[config.mk]
export PLATFORM = sky130hd
export DESIGN_NAME = adc_conv_timer
export DESIGN_NICKNAME = d
export VERILOG_FILES = /design/src/rtl/adc_seq_pkg.sv /design/src/rtl/adc_seq_len_sel.sv /design/src/rtl/adc_seq_tick_cnt.sv /design/src/rtl/adc_seq_fsm.sv /design/src/rtl/adc_conv_timer.sv
export SDC_FILE = /design/constraint.sdc
export NUM_CORES = 1
export LEC_CHECK = 0
export BUFFER_PORTS_ARGS = -buffer_cell sky130_fd_sc_hd__buf_4
export CAP_MARGIN = 30
export CORE_AREA = 5 5 52 54
export CTS_CLUSTER_SIZE = 30
export DETAILED_ROUTE_END_ITERATION = 12
export DIE_AREA = 0 0 57 59
export PLACE_DENSITY = 0.69
export SYNTH_ARGS = -nofsm -noshare
export SYNTH_HDL_FRONTEND = slang
export SYNTH_HIERARCHICAL = 1
export SYNTH_SLANG_ARGS = --single-unit
[constraint.sdc]
create_clock -name clk -period 2.6 [get_ports clk]
set_input_delay 0.52 -clock clk [delete_from_list [all_inputs] [get_ports clk]]
set_output_delay 0.52 -clock clk [all_outputs]
set_load 0.05 [all_outputs]
[src/rtl/adc_seq_pkg.sv]
// Package adc_seq_pkg
// Shared types and helper functions for the conversion timing sequencer.
// Assumes every phase length is at least 1.
package adc_seq_pkg;

    typedef enum logic [1:0] {
        PH_IDLE    = 2'd0,
        PH_SAMPLE  = 2'd1,
        PH_CONVERT = 2'd2
    } phase_t;

    // Returns the sample length chosen by a 2-bit code.
    function automatic int pick_len(input logic [1:0] code,
                                    input int l0, input int l1,
                                    input int l2, input int l3);
        case (code)
            2'd0:    return l0;
            2'd1:    return l1;
            2'd2:    return l2;
            default: return l3;
        endcase
    endfunction

    // Returns the larger of two integers.
    function automatic int imax(input int a, input int b);
        return (a > b) ? a : b;
    endfunction

endpackage

[src/rtl/adc_seq_len_sel.sv]
// Module adc_seq_len_sel
// Turns the sample code and the latched mode flag into phase lengths.
// The four sample lengths are built into a small table with a generate loop.
// Assumes CNT_W can hold every length.
module adc_seq_len_sel
    import adc_seq_pkg::*;
#(
    parameter int SAMP_T0     = 2,
    parameter int SAMP_T1     = 8,
    parameter int SAMP_T2     = 64,
    parameter int SAMP_T3     = 128,
    parameter int CONV_T_DIFF = 13,
    parameter int CONV_T_SE   = 14,
    parameter int CNT_W       = 8
) (
    input  logic [1:0]       code_i,
    input  logic             diff_i,
    output logic [CNT_W-1:0] samp_len_o,
    output logic [CNT_W-1:0] conv_len_o
);

    logic [CNT_W-1:0] samp_tbl [4];

    // Fill one table entry per code value.
    for (genvar gi = 0; gi < 4; gi++) begin : g_tbl
        localparam int LEN = pick_len(gi[1:0], SAMP_T0, SAMP_T1, SAMP_T2, SAMP_T3);
        assign samp_tbl[gi] = CNT_W'(LEN);
    end

    // Choose the sample length from the code.
    always_comb samp_len_o = samp_tbl[code_i];

    // Choose the convert length from the input mode.
    always_comb conv_len_o = diff_i ? CNT_W'(CONV_T_DIFF) : CNT_W'(CONV_T_SE);

endmodule

[src/rtl/adc_seq_tick_cnt.sv]
// Module adc_seq_tick_cnt
// A loadable down-counter that steps only on strobe cycles. last_o flags
// the final strobe of a phase, when the count stands at 1.
// A load takes priority over counting. Loaded values are at least 1.
module adc_seq_tick_cnt #(
    parameter int CNT_W = 8
) (
    input  logic             clk,
    input  logic             rst_n,
    input  logic             load_i,
    input  logic [CNT_W-1:0] load_val_i,
    input  logic             tick_i,
    output logic             last_o
);

    logic [CNT_W-1:0] cnt_q;

    // Load, or count down one on each strobe while the count is nonzero.
    always_ff @(posedge clk) begin
        if (!rst_n)
            cnt_q <= '0;
        else if (load_i)
            cnt_q <= load_val_i;
        else if (tick_i && (cnt_q != '0))
            cnt_q <= cnt_q - 1'b1;
    end

    // Mark the count at which the next strobe ends the phase.
    always_comb last_o = (cnt_q == CNT_W'(1));

endmodule

[src/rtl/adc_seq_fsm.sv]
// Module adc_seq_fsm
// Phase controller with three states: idle, sample and convert. It takes a
// start only when idle and latches the mode flag at that moment. It reloads
// the shared counter at every phase boundary and pulses done on the way
// back to idle. Assumes the counter's last_o is valid in each busy state.
module adc_seq_fsm
    import adc_seq_pkg::*;
#(
    parameter int CNT_W = 8
) (
    input  logic             clk,
    input  logic             rst_n,
    input  logic             start_i,
    input  logic             diff_i,
    input  logic             tick_i,
    input  logic             last_i,
    input  logic [CNT_W-1:0] samp_len_i,
    input  logic [CNT_W-1:0] conv_len_i,
    output logic             load_o,
    output logic [CNT_W-1:0] load_val_o,
    output logic             diff_q_o,
    output logic             ready_o,
    output logic             sample_o,
    output logic             convert_o,
    output logic             done_o
);

    phase_t state_q;
    logic   done_q;
    logic   diff_q;
    logic   accept;
    logic   end_phase;

    // Detect an accepted start and the final strobe of a phase.
    always_comb begin
        accept    = (state_q == PH_IDLE) && start_i;
        end_phase = tick_i && last_i;
    end

    // Advance the phase, latch the mode flag and raise the done pulse.
    always_ff @(posedge clk) begin
        if (!rst_n) begin
            state_q <= PH_IDLE;
            done_q  <= 1'b0;
            diff_q  <= 1'b0;
        end else begin
            done_q <= 1'b0;
            case (state_q)
                PH_IDLE: if (accept) begin
                    state_q <= PH_SAMPLE;
                    diff_q  <= diff_i;
                end
                PH_SAMPLE: if (end_phase)
                    state_q <= PH_CONVERT;
                PH_CONVERT: if (end_phase) begin
                    state_q <= PH_IDLE;
                    done_q  <= 1'b1;
                end
                default: state_q <= PH_IDLE;
            endcase
        end
    end

    // Reload the counter on a start and at the sample-to-convert boundary.
    always_comb begin
        load_o     = accept || ((state_q == PH_SAMPLE) && end_phase);
        load_val_o = (state_q == PH_IDLE) ? samp_len_i : conv_len_i;
    end

    // Decode the state to the outputs.
    always_comb begin
        ready_o   = (state_q == PH_IDLE);
        sample_o  = (state_q == PH_SAMPLE);
        convert_o = (state_q == PH_CONVERT);
        done_o    = done_q;
        diff_q_o  = diff_q;
    end

endmodule

[src/rtl/adc_conv_timer.sv]
// Module adc_conv_timer (top)
// Paces one conversion as a sample phase followed by a convert phase, with
// time counted in clock-enable strobes. Everything runs on clk. Assumes all
// length parameters are at least 1.
module adc_conv_timer
    import adc_seq_pkg::*;
#(
    parameter int SAMP_T0     = 2,
    parameter int SAMP_T1     = 8,
    parameter int SAMP_T2     = 64,
    parameter int SAMP_T3     = 128,
    parameter int CONV_T_DIFF = 13,
    parameter int CONV_T_SE   = 14
) (
    input  logic       clk,
    input  logic       rst_n,
    input  logic       start_i,
    output logic       ready_o,
    input  logic [1:0] samp_code_i,
    input  logic       diff_i,
    input  logic       tick_i,
    output logic       sample_o,
    output logic       convert_o,
    output logic       done_o
);

    localparam int LEN_MAX = imax(imax(imax(SAMP_T0, SAMP_T1), imax(SAMP_T2, SAMP_T3)),
                                  imax(CONV_T_DIFF, CONV_T_SE));
    localparam int CNT_W   = $clog2(LEN_MAX + 1);

    logic [CNT_W-1:0] samp_len;
    logic [CNT_W-1:0] conv_len;
    logic [CNT_W-1:0] load_val;
    logic             load;
    logic             last;
    logic             diff_q;

    // Length lookup from the live code and the latched mode flag.
    adc_seq_len_sel #(
        .SAMP_T0(SAMP_T0), .SAMP_T1(SAMP_T1), .SAMP_T2(SAMP_T2), .SAMP_T3(SAMP_T3),
        .CONV_T_DIFF(CONV_T_DIFF), .CONV_T_SE(CONV_T_SE), .CNT_W(CNT_W)
    ) u_len (
        .code_i     (samp_code_i),
        .diff_i     (diff_q),
        .samp_len_o (samp_len),
        .conv_len_o (conv_len)
    );

    // Strobe counter shared by both phases.
    adc_seq_tick_cnt #(.CNT_W(CNT_W)) u_cnt (
        .clk        (clk),
        .rst_n      (rst_n),
        .load_i     (load),
        .load_val_i (load_val),
        .tick_i     (tick_i),
        .last_o     (last)
    );

    // Phase controller.
    adc_seq_fsm #(.CNT_W(CNT_W)) u_fsm (
        .clk        (clk),
        .rst_n      (rst_n),
        .start_i    (start_i),
        .diff_i     (diff_i),
        .tick_i     (tick_i),
        .last_i     (last),
        .samp_len_i (samp_len),
        .conv_len_i (conv_len),
        .load_o     (load),
        .load_val_o (load_val),
        .diff_q_o   (diff_q),
        .ready_o    (ready_o),
        .sample_o   (sample_o),
        .convert_o  (convert_o),
        .done_o     (done_o)
    );

endmodule

; ---- Word level (Yosys, flattened, before mapping)
; Index checks and enable logic that the tools add are counted.
; W data, S select, Z words.
[classes]
addsub = 1
magnitude_cmp = 1
eq_ne = 6
muxes = 12
bitwise_logic = 1
n_reduce_logical = 11
[ops]
columns = cell, n
row1 = $mux W8, 5
row2 = $bmux W8 S2, 1
row3 = $eq A8 B1 Y1 const B, 1
row4 = $mux W2, 4
row5 = $reduce_bool A8 Y1, 1
row6 = $sub A8 B1 Y8 const B, 1
row7 = $ne A2 B1 Y1 const B, 3
row8 = $pmux W2 S3, 1
row9 = $logic_and A1 B1 Y1, 4
row10 = $reduce_and A2 Y1, 2
row11 = $ge A3 B3 Y1 const B, 1
row12 = $not A2 Y3, 1
row13 = $reduce_and A3 Y1, 1
row14 = $eq A2 B1 Y1 const B, 1
row15 = $eq A2 B2 Y1 const B, 1
row16 = $logic_not A2 Y1, 1
row17 = $reduce_bool A2 Y1, 1
row18 = $logic_or A1 B1 Y1, 1
row19 = $mux W1, 1
[totals]
regBits = 12
in_bits = 7
output_inout_bits = 4
elab_cells = 36

; ---- Longest topological paths before layout
[logic_depth]
word_depth = 6
ltp_mapped = 9
mapped_depth_nobuf = 8

; ---- Hierarchy
; The synthesis kept the hierarchy.
[modules_own_cells]
columns = module, instances, cells_each, area_per_inst_um2, seq_area_each_um2
row1 = adc_seq_tick_cnt, 1, 59, 513.0, 160.2
row2 = adc_seq_fsm, 1, 29, 309.0, 80.1
row3 = adc_seq_len_sel, 1, 18, 120.1, 0.0

; ---- Worst setup path after synthesis
; Ideal clock, no wire load.
[synth_path]
path_type = register to register
startpoint = register u_cnt.cnt_q[3]
endpoint = register u_cnt.cnt_q[5]
setup_ns = 0.086
arrival_time_ns = 2.279
required_ns = 2.514
slack_ns = 0.236
stages_incl_launch_ff = 10
n_path_buf = 1
synth_period_minus_slack_ns = 2.364
cell_sequence = dfxtp_1 > or4_4 > nor2_1 > and3_1 > nand3_1 > a21oi_1 > clkbuf_1 > clkinv_1 > and4_1 > a211oi_1
[synth_between]
elab_chain_cells = 5
word_cells_on_any_way = 10
classes_between = add/sub (1) / eq/ne (1) / mux (2) / reduce/logical (6)
[synth_rtl]
columns = item, line_no
row1 = "start, declared", adc_seq_tick_cnt.sv:16  ; logic [CNT_W-1:0] cnt_q;
row2 = "start signal, assigned", adc_seq_tick_cnt.sv:23  ; cnt_q <= load_val_i;
row3 = "start signal, assigned", adc_seq_tick_cnt.sv:25  ; cnt_q <= cnt_q - 1'b1;
row4 = $eq A8 B1 Y1 *, adc_seq_tick_cnt.sv:29  ; always_comb last_o = (cnt_q == CNT_W'(1));
row5 = named net last, adc_conv_timer.sv:35  ; logic last;
row6 = $logic_and A1 B1 Y1 *, adc_seq_fsm.sv:37  ; end_phase = tick_i && last_i;
row7 = $logic_and A1 B1 Y1 *, adc_seq_fsm.sv:66  ; load_o = accept || ((state_q == PH_SAMPLE) && end_phase);
row8 = $logic_or A1 B1 Y1 *, adc_seq_fsm.sv:66
row9 = named net load, adc_conv_timer.sv:34  ; logic load;
row10 = $mux W8 or $reduce_bool A2 Y1 (tied branches), -
; The timed path passes the listed nets; every way through them passes the cells marked *. The select of a mux whose other input is x is not followed.
; A chain may end at the register's enable or synchronous reset.

; ---- Worst setup path in the final report
; Same ends and word-level chain as after synthesis.

==> impl_metrics.tcl <==
set metrics [dict create \
    final_area_sq_um 1018 \
    worstMarginPinSlew_ns 0.6135 \
    ant_nets 0 \
    drcViolationCount 0 \
    cts-root-buf "clkbuf_4" \
    powerDensity_nw_per_um2 542.3 \
    synth_top_area_share_pct 25.50 \
    p_leak_nw 0.4556 \
    worstPathCellList "or4_4 -> nor2_1 -> and3_1 -> nand3_1 -> a21oi_1 -> clkinv_1 -> and4_1 -> a211oi_1" \
    ys_seq_area_share_pct 25.50 \
    post_drt_wl_per_cell_um 11.59 \
    period_minus_slack_ns 2.350 \
    pin_count 11 \
    p_sw_share_pct 35.46 \
    portBuffers 10 \
    synth.area.top_cells "dfxtp_1, mux2_4, buf_4" \
    path_buf_inv 1 \
    post_dp_cell_area_sq_um 996.0 \
    crit_type "reg2reg" \
    cp_max_fo 10 \
    die_x_um 57 \
    grt_overflow 0 \
    areaGrowthSynthToFinish_pct 8.101 \
    cts_sinks 12 \
    max-vdd-ir-drop_uv 314.5 \
    ctsResizeCount 0 \
    cts_tree "done" \
    hold_viol 0 \
    finalSetupViolCount 0 \
    place_congestion 0.8095 \
    grt_pass1_wl_um 2794 \
    grt.total_usage_pct 10.80 \
    rsz0062_at_grt "false" \
    die_y_um 59 \
    clk_pin_slew_worst_paths_ns 0.07 \
    syn-cell-area_sq_um 942.2 \
    status "finished, final reports clean" \
    drt-total-wl_um 1657 \
    end_kind "register" \
    fmax_ghz 0.4255 \
    drtIter0Drc 19 \
    critPathTopFamily "simple AND/OR/NAND/NOR gates" \
    startpoint "u_cnt/cnt_q[3]$_SDFFE_PN0P_" \
    switchingPower_mw 0.1958 \
    core_sq_um 2170 \
    antennaDiodeCount 0 \
    maxSlewHeadroom_pct 58.72 \
    yosysUniqueCellTypes 45 \
    routed_via_density 4.937 \
    synthCells 106 \
    power.share.combinational_pct 37.1 \
    grt_max_degree 16 \
    total_power_mw 0.5523 \
    first_pass_iters 4 \
    cts_made_buffers 3 \
    yosysTopAreaCell "dfxtp_1" \
    fin_skew_ns 0.003731 \
    final_nets 127 \
    synth_seq_cells 12 \
    clock_power_share_pct 21.2 \
    cp-start-kind "register" \
    utilization_pct 46.94 \
    seqPwrFrac_pct 41.8 \
    num_rows 17 \
    syn_avg_cell_area_sq_um 8.888 \
    final_max_slew_viol_count 0 \
    fin_tns_setup_ns 0 \
    num_vias 706 \
    crit_arrival_ns 2.55 \
    synth_warnings 6 \
    grt_pass1_vias 689 \
    period_share_pct 90.39 \
    slowest_stage "or4_4" \
    required_ns 2.79 \
    holdCritStartpoint "diff_i" \
    cts_hold_buf 0 \
    die_area_sq_um 3363 \
    critPathMaxStageDelay_ns 0.57 \
    hold_class "in2reg" \
    p_int_mw 0.3565 \
    postSynth.asyncResetShare_pct 0 \
    htree_levels 1 \
    setup_slack_ns 0.2497 \
    maxCapViolations 0 \
    holdWs_ns 0.4754 \
    r2r_start "u_cnt/cnt_q[3]$_SDFFE_PN0P_" \
    synth_edf_count 0 \
    drive_gt1_share_pct 26.96 \
    start_util_pct 43.43 \
    pre_cts_slack_ns 0.2783 \
    synth_flop_cell "dfxtp_1" \
    hpwl_um 1295 \
    final_cells 143 \
    dp.cells 140 \
    cts_setup_buffers 0 \
    cts.path.max_buffers 2 \
    clock_latency_ns 0.28 \
    antenna_found_initial 0 \
]
[power by group through the flow]
stage                     combinational [mW]  clock, mW  sequential (mW)
after floorplan                        0.176          0            0.229
after global routing                   0.224      0.128            0.233
after detailed placement               0.203          0            0.234
after CTS                              0.205      0.122            0.230
after global placement                 0.199          0            0.233
final                                  0.205      0.117            0.231
[registers in the layout (all words and copies together), names as in the netlist]
signal,flops
u_fsm/diff_q_o,1
u_fsm/state_q,2
u_fsm/done_o,1
u_cnt/cnt_q,8
[per-layer routing]
metal / wire [um] / part of all wire, % / global-route usage [%]
met5: 0 / 0 / 0
met4: 76 / 4.6 / 10.60
met3: 37 / 2.2 / 0.8715
met2: 780 / 47 / 17.29
met1: 763 / 46 / 12.53
[kinds of logic after synthesis]
logic type                 share of synthesized area, %
AOI/OAI and AO/OA                                 19.39
xor gates and xnor gates                          3.719
muxes                                             12.35
DFF                                               25.50
other                                            0.7971
adders and majority gates                         3.984
and+or+nand+nor                                   21.52
buffers and inverters                             12.75
[cell usage after synthesis (all sizes together), types with 2 or more instances]
master  instances
a211oi          2
and2b           2
buf            13
and2            2
nand2           7
mux2            8
dfxtp          12
nor2b           2
xnor2           3
nor2            7
inv             4
a21oi           6
nand2b          3
o211a           2
a31oi           2
conb            2
o21ai           6
and3            2
ha              3
[worst paths after layout]
check / cells past startpoint / endpoint / slack (ns)
max: 8 / u_cnt/cnt_q[5]$_SDFFE_PN0P_ / 0.25
min: 2 / u_fsm/diff_q_o$_SDFFE_PN0P_ / 0.48
max reg2reg: 8 / u_cnt/cnt_q[5]$_SDFFE_PN0P_ / 0.25
min reg2reg: 1 / u_fsm/state_q[0]$_SDFFE_PN0P_ / 0.54
[layout by cell type (no fill, tap or decap), drive strengths merged, types with 3 or more instances in the layout]
cell,netlist,final
inv,4,4
conb,2,10
ha,3,3
nor2,7,7
buf,13,12
clkbuf,1,3
a21oi,6,6
mux2,8,8
dfxtp,12,12
xnor2,3,3
nand2b,3,3
nand2,7,7
o21ai,6,6
[layout make-up]
cell class | instances | area [sq um]
timing repair buffer | 12 | 90.09
multi-input combinational | 83 | 611.8
clock buffer | 3 | 22.52
inverter | 5 | 18.77
sequential | 12 | 240.2
tap | 28 | 35.03
fill | 222 | 1151
No activity file was read; power rests on OpenSTA's default activity.
